$ cat config.mk
export PLATFORM = sky130hd
export DESIGN_NAME = uart_rx_tag
export DESIGN_NICKNAME = d
export VERILOG_FILES = /design/src/rtl/uart_rx_pkg.sv /design/src/rtl/rx_sync.sv /design/src/rtl/rx_frame.sv /design/src/rtl/rx_tag.sv /design/src/rtl/uart_rx_tag.sv
export SDC_FILE = /design/constraint.sdc
export NUM_CORES = 1
export LEC_CHECK = 0
export ABC_AREA = 1
export BUFFER_PORTS_ARGS = -buffer_cell sky130_fd_sc_hd__buf_4
export CORE_AREA = 2 2 71 86
export DETAILED_ROUTE_END_ITERATION = 7
export DIE_AREA = 0 0 73 88
export SETUP_SLACK_MARGIN = 0.02
export SYNTH_ARGS = -nofsm -noshare
export SYNTH_HDL_FRONTEND = slang
export SYNTH_SLANG_ARGS = --single-unit
$ cat constraint.sdc
create_clock -name clk_i -period 4.3 [get_ports clk_i]
set_input_delay 0.86 -clock clk_i [delete_from_list [all_inputs] [get_ports clk_i]]
set_output_delay 0.86 -clock clk_i [all_outputs]
set_load 0.01 [all_outputs]
$ cat src/rtl/uart_rx_pkg.sv
package uart_rx_pkg;
  localparam int BYTE_W = 8;
  localparam int WORD_W = 12;

  typedef struct packed {
    logic [1:0] wlen;
    logic       par_en;
    logic       par_even;
    logic       par_stick;
    logic       two_stop;
  } rx_cfg_t;

  typedef enum logic [2:0] {
    ST_IDLE,
    ST_START,
    ST_DATA,
    ST_PAR,
    ST_STOP1,
    ST_STOP2,
    ST_HOLD
  } rx_state_e;
endpackage

$ cat src/rtl/rx_sync.sv
module rx_sync #(
  parameter int STAGES = 2
) (
  input  logic clk_i,
  input  logic rst_ni,
  input  logic d_i,
  output logic q_o
);
  logic [STAGES-1:0] sync_q;

  always_ff @(posedge clk_i or negedge rst_ni) begin
    if (!rst_ni) sync_q <= '1;
    else         sync_q <= {sync_q[STAGES-2:0], d_i};
  end

  assign q_o = sync_q[STAGES-1];
endmodule

$ cat src/rtl/rx_frame.sv
module rx_frame
  import uart_rx_pkg::*;
#(
  parameter int OSR = 16
) (
  input  logic              clk_i,
  input  logic              rst_ni,
  input  logic              en_i,
  input  logic              tick_i,
  input  logic              rxd_i,
  input  rx_cfg_t           cfg_i,
  output rx_cfg_t           cfg_o,
  output logic              done_o,
  output logic [BYTE_W-1:0] sh_o,
  output logic              par_o,
  output logic              fe_o,
  output logic              brk_o,
  output logic              busy_o
);
  localparam int CNT_W = $clog2(OSR);
  localparam logic [CNT_W-1:0] MID_CNT = CNT_W'(OSR/2 - 1);
  localparam logic [CNT_W-1:0] END_CNT = CNT_W'(OSR - 1);

  rx_state_e         state_q;
  logic [CNT_W-1:0]  cnt_q;
  logic [2:0]        bit_q;
  logic [BYTE_W-1:0] sh_q;
  logic              par_q, fe_q, low_q, done_q;
  rx_cfg_t           cfg_q;

  logic       at_mid, at_end, line_low;
  logic [2:0] last_bit;

  assign at_mid   = (cnt_q == MID_CNT);
  assign at_end   = (cnt_q == END_CNT);
  assign line_low = ~rxd_i;
  assign last_bit = 3'd4 + {1'b0, cfg_q.wlen};

  always_ff @(posedge clk_i or negedge rst_ni) begin
    if (!rst_ni) begin
      state_q <= ST_IDLE;
      cnt_q   <= '0;
      bit_q   <= '0;
      sh_q    <= '0;
      par_q   <= 1'b0;
      fe_q    <= 1'b0;
      low_q   <= 1'b0;
      done_q  <= 1'b0;
      cfg_q   <= '0;
    end else begin
      done_q <= 1'b0;
      if (!en_i) begin
        state_q <= ST_IDLE;
      end else if (tick_i) begin
        unique case (state_q)
          ST_IDLE: if (line_low) begin
            state_q <= ST_START;
            cnt_q   <= '0;
            cfg_q   <= cfg_i;
          end
          ST_START: begin
            if (at_mid) begin
              cnt_q <= '0;
              if (line_low) begin
                state_q <= ST_DATA;
                bit_q   <= '0;
                sh_q    <= '0;
                low_q   <= 1'b1;
                fe_q    <= 1'b0;
                par_q   <= 1'b0;
              end else begin
                state_q <= ST_IDLE;
              end
            end else begin
              cnt_q <= cnt_q + 1'b1;
            end
          end
          ST_DATA: begin
            if (at_end) begin
              cnt_q <= '0;
              sh_q  <= {rxd_i, sh_q[BYTE_W-1:1]};
              low_q <= low_q & line_low;
              if (bit_q == last_bit) state_q <= cfg_q.par_en ? ST_PAR : ST_STOP1;
              else                   bit_q   <= bit_q + 1'b1;
            end else begin
              cnt_q <= cnt_q + 1'b1;
            end
          end
          ST_PAR: begin
            if (at_end) begin
              cnt_q   <= '0;
              par_q   <= rxd_i;
              low_q   <= low_q & line_low;
              state_q <= ST_STOP1;
            end else begin
              cnt_q <= cnt_q + 1'b1;
            end
          end
          ST_STOP1: begin
            if (at_end) begin
              cnt_q <= '0;
              fe_q  <= line_low;
              low_q <= low_q & line_low;
              if (cfg_q.two_stop) begin
                state_q <= ST_STOP2;
              end else begin
                done_q  <= 1'b1;
                state_q <= (low_q & line_low) ? ST_HOLD : ST_IDLE;
              end
            end else begin
              cnt_q <= cnt_q + 1'b1;
            end
          end
          ST_STOP2: begin
            if (at_end) begin
              cnt_q   <= '0;
              fe_q    <= fe_q | line_low;
              low_q   <= low_q & line_low;
              done_q  <= 1'b1;
              state_q <= (low_q & line_low) ? ST_HOLD : ST_IDLE;
            end else begin
              cnt_q <= cnt_q + 1'b1;
            end
          end
          ST_HOLD: if (!line_low) state_q <= ST_IDLE;
          default: state_q <= ST_IDLE;
        endcase
      end
    end
  end

  assign cfg_o  = cfg_q;
  assign done_o = done_q;
  assign sh_o   = sh_q;
  assign par_o  = par_q;
  assign fe_o   = fe_q;
  assign brk_o  = low_q;
  assign busy_o = (state_q != ST_IDLE);
endmodule

$ cat src/rtl/rx_tag.sv
module rx_tag
  import uart_rx_pkg::*;
(
  input  logic              clk_i,
  input  logic              rst_ni,
  input  logic              done_i,
  input  logic              ready_i,
  input  logic [1:0]        wlen_i,
  input  logic              par_en_i,
  input  logic              par_even_i,
  input  logic              par_stick_i,
  input  logic [BYTE_W-1:0] sh_i,
  input  logic              par_i,
  input  logic              fe_i,
  input  logic              brk_i,
  output logic [WORD_W-1:0] word_o,
  output logic              valid_o
);
  logic [BYTE_W-1:0] data;
  logic              p_exp, pe;
  logic              ovr_q;

  // right-align the shifted bits for short words
  assign data  = sh_i >> (3'd3 - {1'b0, wlen_i});
  assign p_exp = par_stick_i ? ~par_even_i
                             : (par_even_i ? ^data : ~^data);
  assign pe    = par_en_i & (par_i ^ p_exp);

  always_ff @(posedge clk_i or negedge rst_ni) begin
    if (!rst_ni) begin
      word_o  <= '0;
      valid_o <= 1'b0;
      ovr_q   <= 1'b0;
    end else begin
      valid_o <= 1'b0;
      if (done_i) begin
        if (ready_i) begin
          word_o  <= {ovr_q, brk_i, pe, fe_i, data};
          valid_o <= 1'b1;
          ovr_q   <= 1'b0;
        end else begin
          ovr_q <= 1'b1;
        end
      end
    end
  end
endmodule

$ cat src/rtl/uart_rx_tag.sv
module uart_rx_tag
  import uart_rx_pkg::*;
#(
  parameter int OSR         = 16,
  parameter int SYNC_STAGES = 2
) (
  input  logic        clk_i,
  input  logic        rst_ni,
  input  logic        en_i,
  input  logic        tick_i,
  input  logic        rxd_i,
  input  logic [1:0]  wlen_i,
  input  logic        par_en_i,
  input  logic        par_even_i,
  input  logic        par_stick_i,
  input  logic        two_stop_i,
  output logic [11:0] word_o,
  output logic        word_valid_o,
  input  logic        word_ready_i,
  output logic        busy_o
);
  logic              rxd_s;
  rx_cfg_t           cfg_in, cfg_lat;
  logic              done;
  logic [BYTE_W-1:0] sh;
  logic              par_bit, fe, brk;

  assign cfg_in = '{wlen: wlen_i, par_en: par_en_i, par_even: par_even_i,
                    par_stick: par_stick_i, two_stop: two_stop_i};

  rx_sync #(.STAGES(SYNC_STAGES)) u_sync (
    .clk_i (clk_i),
    .rst_ni(rst_ni),
    .d_i   (rxd_i),
    .q_o   (rxd_s)
  );

  rx_frame #(.OSR(OSR)) u_frame (
    .clk_i (clk_i),
    .rst_ni(rst_ni),
    .en_i  (en_i),
    .tick_i(tick_i),
    .rxd_i (rxd_s),
    .cfg_i (cfg_in),
    .cfg_o (cfg_lat),
    .done_o(done),
    .sh_o  (sh),
    .par_o (par_bit),
    .fe_o  (fe),
    .brk_o (brk),
    .busy_o(busy_o)
  );

  rx_tag u_tag (
    .clk_i      (clk_i),
    .rst_ni     (rst_ni),
    .done_i     (done),
    .ready_i    (word_ready_i),
    .wlen_i     (cfg_lat.wlen),
    .par_en_i   (cfg_lat.par_en),
    .par_even_i (cfg_lat.par_even),
    .par_stick_i(cfg_lat.par_stick),
    .sh_i       (sh),
    .par_i      (par_bit),
    .fe_i       (fe),
    .brk_i      (brk),
    .word_o     (word_o),
    .valid_o    (word_valid_o)
  );
endmodule

==> qor.yml <==
postCtsHoldBufs: 0
fin_nets: 364
cts_resized: 0
ios: 26
worstSetupPathType: "reg2out"
status: "complete, no violations"
synth_fp_nets: 338
layout-drive-gt1-share: 0.158
netlist_instances: 322
post_cts_buffers: 0
p_clk_frac: 0.204
r2r-start: "u_frame.cfg_o[5]"
finalClockSkew_ns: 0.00610
comb_power_share: 0.419
pwr_density_cell_mw_per_mm2: 583
post_drt_via_cell_ratio: 5.10
wl_per_cell_um: 13.1
seq_power_share: 0.377
drc: 0
grt.overflow.total: 0
post-place-ws_ns: 2.29
multiInputGateArea_sq_mm: 0.00119
r2r-end: "u_tag.word_o[9]"
antenna_found_initial: 0
portBuffers: 25
clk_pin_slew_ns: 0.08
grt_pass1_vias: 2110
fmax_mhz: 432
area_delta_synth_final_pct: 14.7
hold_path_class: "reg2reg"
antenna_left: 0
cp.required_ns: 3.44
use_met3: 0.0299
seqCellArea_sq_mm: 0.00110
whs_ns: 0.359
gp_congestion: 0.915
crit_path_max_fanout: 6
rsz0062_at_grt: "no"
ir_drop_uv: 266
grt_use_total: 0.192
yosysSeqAreaShare: 0.451
rrSetupSlack_ns: 2.34
post-dp-hpwl_um: 4060
leakagePower_nw: 1.46
p_sw_frac: 0.428
drt_iter0_drc: 147
hold_start: "u_sync.sync_q[0]"
tightest_slew_ns: 0.642
startpoint_type: "flip-flop"
cts_buffers: 5
synthDistinctLibCells: 35
switching_power_mw: 0.699
num_rows: 30
synth_seq_cells: 44
fillers: 557
syn_area_sq_mm: 0.00244
slew_viol_final: 0
start_util: 0.437
worstRegToRegCells: 11
cts.sinks: 44
die_x_um: 73
grt_util_met2: 0.344
first_pass_iters: 4
relSlewSlack: 0.571
core_sq_mm: 0.00559
cts_tree: "yes"
hold_viol_final: 0
end_kind: "output pin"
grt_pass1_wl_um: 9560
grt_busiest_layer: "met2"
grtUsageMet1: 0.228
worstHoldEndpoint: "u_sync.sync_q[1]"
synth.avg_cell_area_sq_um: 7.59
crit_arrival_ns: 1.46
clk_path_buf_depth: 2
wl_um: 5420
holdPathStages: 0
fin_crit_ns: 2.32
max-cap-violations: 0
grt_max_degree: 45
tns_ns: 0
setup_violations: 0
intPower_mw: 0.936
worstSkewPairLatency_ns: 0.29
die_h_um: 88
h-tree-depth: 2
diodes: 0
finalCritPeriodShare: 0.539
synth_warnings: 0
dieArea_sq_mm: 0.00642
cts_root_buf: "clkbuf_8"
vias: 2108
setup_ws_ns: 1.98
==> per-stage QoR <==
stage	power [mW]	cell area, sq um	util	std cells
after floorplan	1.15	2440	-	322
after global placement	1.31	2680	0.480	405
after detailed placement	1.31	2680	0.480	405
after CTS	1.65	2800	0.501	413
after global routing	1.80	2800	0.501	413
final	1.63	2800	0.501	413
==> power by group through the flow <==
| stage | Sequential, mW | Clock (mW) | Combinational, mW |
|---|---|---|---|
| floorplan | 0.572 | 0 | 0.581 |
| global placement | 0.623 | 0 | 0.686 |
| detailed placement | 0.623 | 0 | 0.687 |
| CTS | 0.615 | 0.346 | 0.692 |
| global route | 0.635 | 0.364 | 0.802 |
| finish | 0.616 | 0.333 | 0.685 |
==> critical path, cell delays in order, from the launching register on <==
cell     delay (ns)
dfrtp_1        0.45
inv_1          0.22
nand2_1        0.11
nor2_2         0.16
inv_1          0.08
buf_4          0.14
==> kinds of logic after synthesis <==
kind of cell | count (synthesis) | synth area share
adders and majority gates | 4 | 0.0205
and+or+nand+nor | 184 | 0.331
DFF | 44 | 0.451
muxes | 2 | 0.00921
buffers and inverters | 38 | 0.0635
xor gates and xnor gates | 5 | 0.0179
AOI/OAI and AO/OA | 45 | 0.107
==> synthesized netlist by cell type, drive strengths merged <==
cell type	n	share of area
a211oi	1	0.0031
a21oi	8	0.018
and3	1	0.0026
buf	4	0.0092
clkbuf	2	0.0031
clkinv	1	0.0036
dfrtp	42	0.43
dfstp	2	0.021
ha	4	0.020
inv	31	0.048
mux2	2	0.0092
nand2	119	0.19
nand3	39	0.087
nand4	5	0.013
nor2	18	0.033
nor3	1	0.0020
o211ai	2	0.0061
o21ai	27	0.057
o22ai	1	0.0026
o31ai	6	0.020
or2	1	0.0026
xnor2	4	0.014
xor2	1	0.0036
==> worst max path at each step <==
stage	start	slack (ns)	endpoint
floorplan	u_frame.state_q[0]	2.51	busy_o
global placement	en_i	2.28	u_frame.cnt_q[2]
detailed placement	en_i	2.29	u_frame.cnt_q[2]
CTS	u_frame.state_q[0]	1.97	busy_o
global route	u_frame.state_q[0]	1.84	busy_o
finish	u_frame.state_q[0]	1.98	busy_o
==> state kept, by name, summed over array words and instances, names as in the netlist <==
register and flops:
u_sync.sync_q 2, u_frame.fe_o 1, u_frame.bit_q 3, u_frame.sh_o 8, u_frame.cnt_q 4, u_frame.done_o 1
u_frame.cfg_o 6, u_tag.ovr_q 1, u_tag.word_o 12, u_tag.valid_o 1, u_frame.par_o 1, u_frame.state_q 3
u_frame.brk_o 1
==> final cells by class <==
| cell class | instances | share of cell area |
|---|---|---|
| Multi-Input combinational cell | 240 | 0.423 |
| Sequential cell | 44 | 0.394 |
| Timing Repair Buffer | 25 | 0.0669 |
| Inverter | 32 | 0.0446 |
| Clock buffer | 6 | 0.0295 |
| Tap cell | 64 | 0.0286 |
| Clock inverter | 2 | 0.0138 |
==> placed cells by master, fill, tap and decap left out, types with 2 or more instances in the layout <==
cell type  count
mux2_2         2
buf_4         25
dfrtp_1       42
nand4_1        5
nand2_4        2
o31ai_1        5
clkinv_4       2
dfstp_2        2
nand3_1       37
o211ai_1       2
nand2_1      115
clkbuf_8       6
ha_1           4
a21oi_1        7
xnor2_1        4
nand2_2        2
inv_1         27
inv_2          4
nor2_2         2
nor2_1        15
o21ai_1        3
o21ai_0       23
==> per-layer routing <==
metal  vias up  routed length (um)
met5         -                   0
met4         0                  88
met3         7                 125
met2        26                2850
met1       972                2350
li1       1103                   -
Power figures use the tool's default switching activity.
